**config.mk**
```make
export PLATFORM = sky130hd
export DESIGN_NAME = usb_legacy_smi_reg
export DESIGN_NICKNAME = d
export VERILOG_FILES = /design/src/rtl/usb_legacy_smi_reg.sv
export SDC_FILE = /design/constraint.sdc
export NUM_CORES = 1
export LEC_CHECK = 0
export ABC_AREA = 1
export BUFFER_PORTS_ARGS = -buffer_cell sky130_fd_sc_hd__buf_4
export CAP_MARGIN = 20
export CORE_MARGIN = 1.5
export CORE_UTILIZATION = 46
export CTS_CLUSTER_SIZE = 24
export DETAILED_ROUTE_END_ITERATION = 7
export PLACE_DENSITY = 0.83
export SETUP_SLACK_MARGIN = 0.2
export SLEW_MARGIN = 20
export SYNTH_ARGS = -nofsm -noshare
export SYNTH_HDL_FRONTEND = slang
export SYNTH_SLANG_ARGS = --single-unit
```
**constraint.sdc**
```tcl
create_clock -name clk -period 1.21 [get_ports clk]
set_input_delay 0.3025 -clock clk [delete_from_list [all_inputs] [get_ports clk]]
set_output_delay 0.3025 -clock clk [all_outputs]
set_load 0.01 [all_outputs]
```
**src/rtl/usb_legacy_smi_reg.sv**
```systemverilog
module usb_legacy_smi_reg #(
  parameter int N_EVT = 3,
  parameter int N_MIR = 6
) (
  input  logic             clk,
  input  logic             rst_n,
  input  logic             bar_wr_evt,
  input  logic             cmd_wr_evt,
  input  logic             os_own_sem,
  input  logic [N_MIR-1:0] hc_sts,
  input  logic             reg_wr,
  input  logic             reg_rd,
  input  logic [3:0]       reg_be,
  input  logic [31:0]      reg_wdata,
  output logic [31:0]      reg_rdata,
  output logic             smi_o
);

  localparam int RSV_HI = 32 - 16 - N_MIR - N_EVT;
  localparam int RSV_LO = 16 - N_EVT - N_MIR;

  logic [N_EVT-1:0] ev_q, ev_set, ev_clr, en_hi;
  logic [N_MIR-1:0] en_lo;
  logic             sem_q, smi_q;
  logic [31:0]      cur, rd_q;

  assign ev_set = {bar_wr_evt, cmd_wr_evt, os_own_sem ^ sem_q};
  assign ev_clr = (reg_wr && reg_be[3]) ? reg_wdata[31 -: N_EVT] : '0;
  assign cur    = {ev_q, {RSV_HI{1'b0}}, hc_sts, en_hi, {RSV_LO{1'b0}}, en_lo};

  always_ff @(posedge clk or negedge rst_n) begin
    if (!rst_n) begin
      ev_q  <= '0;
      sem_q <= 1'b0;
      en_hi <= '0;
      en_lo <= '0;
      smi_q <= 1'b0;
      rd_q  <= '0;
    end else begin
      ev_q  <= (ev_q & ~ev_clr) | ev_set;
      sem_q <= os_own_sem;
      if (reg_wr && reg_be[1]) en_hi <= reg_wdata[15 -: N_EVT];
      if (reg_wr && reg_be[0]) en_lo <= reg_wdata[N_MIR-1:0];
      smi_q <= |(ev_q & en_hi) || |(hc_sts & en_lo);
      if (reg_rd) rd_q <= cur;
    end
  end

  assign reg_rdata = rd_q;
  assign smi_o     = smi_q;


  bar_sets_chk: assert property (@(posedge clk) disable iff (!rst_n)
    bar_wr_evt |=> ev_q[N_EVT-1]);


  sem_edge_chk: assert property (@(posedge clk) disable iff (!rst_n)
    (os_own_sem != sem_q) |=> ev_q[0]);


  set_wins_chk: assert property (@(posedge clk) disable iff (!rst_n)
    (cmd_wr_evt && reg_wr && reg_be[3] && reg_wdata[30]) |=> ev_q[1]);


  rsv_zero_chk: assert property (@(posedge clk) disable iff (!rst_n)
    reg_rd |=> (reg_rdata[28:22] == '0 && reg_rdata[12:6] == '0));


  en_hold_chk: assert property (@(posedge clk) disable iff (!rst_n)
    !(reg_wr && reg_be[1]) |=> $stable(en_hi));


  smi_rise_chk: assert property (@(posedge clk) disable iff (!rst_n)
    (ev_q[N_EVT-1] && en_hi[N_EVT-1]) |=> smi_o);


  smi_fall_chk: assert property (@(posedge clk) disable iff (!rst_n)
    ((ev_q & en_hi) == '0 && (hc_sts & en_lo) == '0) |=> !smi_o);

endmodule

```
==> flow_summary.html <==
<table>
<tr><th>Metric</th><th>Value</th></tr>
<tr><th colspan="2">Yosys</th></tr>
<tr><td>Async S/R FF share, synth</td><td>100%</td></tr>
<tr><td>Adder-cell share of the synthesized area</td><td>0%</td></tr>
<tr><td>Area share of and/or/nand/nor cells after synthesis</td><td>19.4%</td></tr>
<tr><td>Sequential share of the synthesized area</td><td>56.2%</td></tr>
<tr><td>Cell taking the most area after synthesis</td><td>dfrtp_1</td></tr>
<tr><td>Portion of synthesized cell area occupied by the leading cell type</td><td>56.2%</td></tr>
<tr><td>Top cells by area, synth</td><td>dfrtp_1, nand2_1, buf_4</td></tr>
<tr><td>Dominant combinational cell family by area after synthesis</td><td>simple AND/OR/NAND/NOR gates</td></tr>
<tr><td>Distinct cell type count after synthesis</td><td>13</td></tr>
<tr><td>Summed instance area of the synthesized netlist</td><td>~1400 µm²</td></tr>
<tr><td>XOR/XNOR Fraction of Synth Area</td><td>0.615%</td></tr>
<tr><td>Most frequent cells after synthesis</td><td>nand2_1, dfrtp_1, inv_1</td></tr>
<tr><td>Mean instance size in the synthesized netlist</td><td>8.96 µm²</td></tr>
<tr><td>Number of instances in the synthesized netlist</td><td>159</td></tr>
<tr><td>Complex-gate fraction of the synthesized area</td><td>7.38%</td></tr>
<tr><td>Dominant cell by count in the synthesized netlist</td><td>nand2_1</td></tr>
<tr><td>Post-synth EDFFs</td><td>0</td></tr>
<tr><td>Multiplexer area fraction after synthesis</td><td>0%</td></tr>
<tr><td>Post-synth top flop</td><td>dfrtp_1</td></tr>
<tr><td>FF+latch count, synth</td><td>32</td></tr>
<tr><td>Count of yosys warnings during synthesis</td><td>0</td></tr>
<tr><th colspan="2">Die</th></tr>
<tr><td>Placeable Area</td><td>3000 µm²</td></tr>
<tr><td>Number of rows created at floorplan</td><td>20</td></tr>
<tr><td>Initial standard-cell utilization of the core</td><td>between 40% and 50%</td></tr>
<tr><td>Boundary pin count</td><td>82</td></tr>
<tr><td>Die width</td><td>slightly below 60 µm</td></tr>
<tr><td>Die height</td><td>58.6 µm</td></tr>
<tr><td>Total Die Area</td><td>3440 µm²</td></tr>
<tr><th colspan="2">STA</th></tr>
<tr><td>Final setup margin</td><td>38.6 ps</td></tr>
<tr><td>Number of hold violations in the final report</td><td>0</td></tr>
<tr><td>Max-slew violation total from the final report</td><td>0</td></tr>
<tr><td>Peak Freq</td><td>854 MHz</td></tr>
<tr><td>Share of the cycle needed by the critical path after routing</td><td>a little over nine tenths</td></tr>
<tr><td>Post-layout min period</td><td>1170 ps</td></tr>
<tr><td>Setup repair after global routing missed its margin</td><td>true</td></tr>
<tr><td>Number of setup violations in the final report</td><td>0</td></tr>
<tr><td>Clock tree skew after final layout</td><td>roughly 9.5 ps</td></tr>
<tr><td>Summed negative setup slack over all endpoints</td><td>0 ps</td></tr>
<tr><th colspan="2">Drt</th></tr>
<tr><td>Detailed-route wire length per cell</td><td>10.9 µm</td></tr>
<tr><td>Remaining routing DRC violations</td><td>0</td></tr>
<tr><td>Met2 WL post-DR</td><td>1.39 mm</td></tr>
<tr><td>Met3 layer wire length in the routed design</td><td>163 µm</td></tr>
<tr><td>Highest routed metal layer</td><td>met4</td></tr>
<tr><td>Final WL</td><td>2.66 mm</td></tr>
<tr><td>Number of iterations in the first detailed-routing pass</td><td>3</td></tr>
<tr><td>Post-detailed-route via-to-cell ratio</td><td>between 4 and 5</td></tr>
<tr><td>WL met1</td><td>around 1.0 mm</td></tr>
<tr><td>Antenna Nets Post-Route</td><td>0</td></tr>
<tr><td>Initial detailed-routing violation count</td><td>19</td></tr>
<tr><td>Via count</td><td>1,104</td></tr>
<tr><th colspan="2">Cells and area</th></tr>
<tr><td>Final antenna diode count</td><td>0</td></tr>
<tr><td>Net count of the finished layout</td><td>260</td></tr>
<tr><td>Ratio of cells with drive above 1 in the final layout</td><td>27.8%</td></tr>
<tr><td>Area of all placed cells without fillers</td><td>1890 µm²</td></tr>
<tr><td>Final core area utilization</td><td>62.9%</td></tr>
<tr><td>Synth-to-layout area growth</td><td>32.7%</td></tr>
<tr><th colspan="2">Global routing</th></tr>
<tr><td>Pin count of the biggest net entering global routing</td><td>37</td></tr>
<tr><td>GRT Util Overall</td><td>between 10% and 20%</td></tr>
<tr><td>Via count of the first global-routing pass</td><td>1,104</td></tr>
<tr><td>Initial antenna violation count</td><td>0</td></tr>
<tr><td>First-pass GRT wire length</td><td>4.60 mm</td></tr>
<tr><td>Gr ovfl total</td><td>0</td></tr>
<tr><th colspan="2">Place</th></tr>
<tr><td>IO buf count</td><td>46</td></tr>
<tr><td>Dpl cell area</td><td>around 1700 µm²</td></tr>
<tr><td>Worst slack after detailed placement</td><td>roughly 310 ps</td></tr>
<tr><td>GP Congestion</td><td>0.758</td></tr>
<tr><td>Final HPWL DP</td><td>1.92 mm</td></tr>
<tr><th colspan="2">Setup path</th></tr>
<tr><td>Crit-path leading delay family</td><td>flip-flops</td></tr>
<tr><td>Worst setup path startpoint</td><td>reg_rdata[31]$_DFFE_PN0P_</td></tr>
<tr><td>Library cell contributing the largest single delay on the critical path</td><td>dfrtp_1</td></tr>
<tr><td>Largest fanout of any net on the critical path</td><td>2</td></tr>
<tr><td>Critical path data required time</td><td>between 900 and 1000 ps</td></tr>
<tr><td>CP startpoint kind</td><td>register</td></tr>
<tr><td>Worst setup path class</td><td>reg2out</td></tr>
<tr><td>Worst Setup EP</td><td>reg_rdata[31]</td></tr>
<tr><td>Flop2flop setup slack</td><td>360 ps</td></tr>
<tr><td>CP peak stage delay</td><td>around 410 ps</td></tr>
<tr><td>Crit path buffers/inverters</td><td>1</td></tr>
<tr><td>Type of element capturing the critical path</td><td>output pin</td></tr>
<tr><td>Reg2reg start</td><td>en_hi[1]$_DFFE_PN0P_</td></tr>
<tr><td>Worst Reg-to-Reg Cells</td><td>4</td></tr>
<tr><td>Cells traversed along the worst timing path</td><td>buf_6</td></tr>
<tr><td>Number of stages on the worst setup path</td><td>1</td></tr>
<tr><td>Signal arrival time at the worst endpoint</td><td>870 ps</td></tr>
<tr><td>Terminus of the critical flop-to-flop path</td><td>smi_o$_DFF_PN0_</td></tr>
<tr><th colspan="2">Worst hold path</th></tr>
<tr><td>Class of the tightest hold or removal check</td><td>in2reg</td></tr>
<tr><th colspan="2">Pwr</th></tr>
<tr><td>Register share of total power</td><td>around half</td></tr>
<tr><td>Worst-case vdd ir drop</td><td>0.000653 V</td></tr>
<tr><td>Leak Pwr</td><td>1.02 nW</td></tr>
<tr><td>Pwr per Cell Area</td><td>roughly 1400 nW/µm²</td></tr>
<tr><td>Proportion of total power due to net switching</td><td>between 20 and 30%</td></tr>
<tr><td>Psw</td><td>0.695 mW</td></tr>
<tr><td>Proportion of power drawn by combinational gates</td><td>19.6%</td></tr>
<tr><td>Clock share of power</td><td>31.1%</td></tr>
<tr><td>Int Power</td><td>1.89 mW</td></tr>
<tr><th colspan="2">Clock network</th></tr>
<tr><td>Cts bufs inserted</td><td>5</td></tr>
<tr><td>Max clock buf depth</td><td>2</td></tr>
<tr><td>Clock Sinks</td><td>32</td></tr>
<tr><td>Clock-pin slew on the worst setup and hold paths</td><td>around 90 ps</td></tr>
<tr><td>Cell at the root of the clock tree</td><td>clkbuf_4</td></tr>
<tr><td>TritonCTS clock tree</td><td>done</td></tr>
<tr><td>Clock H-tree levels</td><td>2</td></tr>
<tr><td>Worst-Skew Late Latency</td><td>340 ps</td></tr>
<tr><th colspan="2">Run status</th></tr>
<tr><td>Outcome</td><td>finished, final reports clean</td></tr>
<tr><th colspan="2">Flow run</th></tr>
<tr><td>Count of max-cap constraint violations</td><td>0</td></tr>
</table>
## cell type report
| class | instances | area, µm² |
|---|---|---|
| inverters | 18 | 67.6 |
| multi-input cells | 103 | 443 |
| clock inverters | 3 | 42.5 |
| fillers | 274 | 1110 |
| repair buffers | 51 | 457 |
| well taps | 33 | 41.3 |
| clock buffers | 5 | 37.5 |
| flip-flops and latches | 32 | 801 |
## how the worst min path moves through the flow
stage	from	to	slack, ps	cells after the start
2_1_floorplan	rst_n	en_hi[0]$_DFFE_PN0P_	7	0
3_3_place_gp	rst_n	reg_rdata[19]$_DFFE_PN0P_	260	1
3_5_place_dp	rst_n	reg_rdata[18]$_DFFE_PN0P_	260	1
4_1_cts	os_own_sem	sem_q$_DFF_PN0_	70	1
5_1_grt	os_own_sem	sem_q$_DFF_PN0_	50	1
6_report	os_own_sem	sem_q$_DFF_PN0_	90	1
## power by group through the flow
stage	Combinational [mW]	Clock, mW	Sequential [mW]
3_3_place_gp	0.441	0	1.28
4_1_cts	0.508	0.835	1.27
6_report	0.508	0.805	1.27
2_1_floorplan	0.220	0	1.30
3_5_place_dp	0.450	0	1.28
5_1_grt	0.579	0.895	1.29
## kinds of logic after synthesis
| family | count (synthesis) |
|---|---|
| XOR/XNOR | 1 |
| AO/OA/AOI/OAI | 20 |
| buffers and inverters | 37 |
| AND/OR/NAND/NOR | 68 |
| other | 1 |
| flip-flops | 32 |
## layer usage
layer | up-vias | global-route usage [%]
li1 | 566 | -
met1 | 492 | 20.5
met2 | 39 | 31.8
met3 | 7 | 7.69
met4 | 0 | 6.17
met5 | - | 0
## stage by stage
step           hold slack [ps]  power (mW)  cells
6_report                  87.1        2.59    245
2_1_floorplan             6.91        1.52    172
3_3_place_gp               258        1.72    232
5_1_grt                   53.2        2.76    245
4_1_cts                   67.3        2.62    243
3_5_place_dp               263        1.73    232
## registers in the layout, summed over array words and instances, names as in the netlist
signal and flops:
en_lo 6, sem_q 1, smi_o 1, en_hi 3
ev_q 3, reg_rdata 18
## cell usage in the layout (no fill, tap or decap)
cell type,count
dfrtp_1,32
clkbuf_4,5
a21o_1,2
dlygate4sd3_1,1
nand2_1,53
nand3_2,1
nand3_1,12
conb_1,14
xnor2_1,1
bufinv_16,1
buf_4,31
buf_6,19
nor2_1,2
clkinvlp_4,1
clkinv_2,1
o21ai_0,6
o21ai_1,12
inv_1,18
## what timing repair did
item | 4_1_cts | 5_1_grt
endpoints found under the hold margin | 32 | 0
setup endpoints to repair | 19 | 19
gates resized for setup | 19 | 0
setup buffers | 2 | 2
hold buffers | 1 | 0
Note: power is estimated with default switching activity, not from simulation.
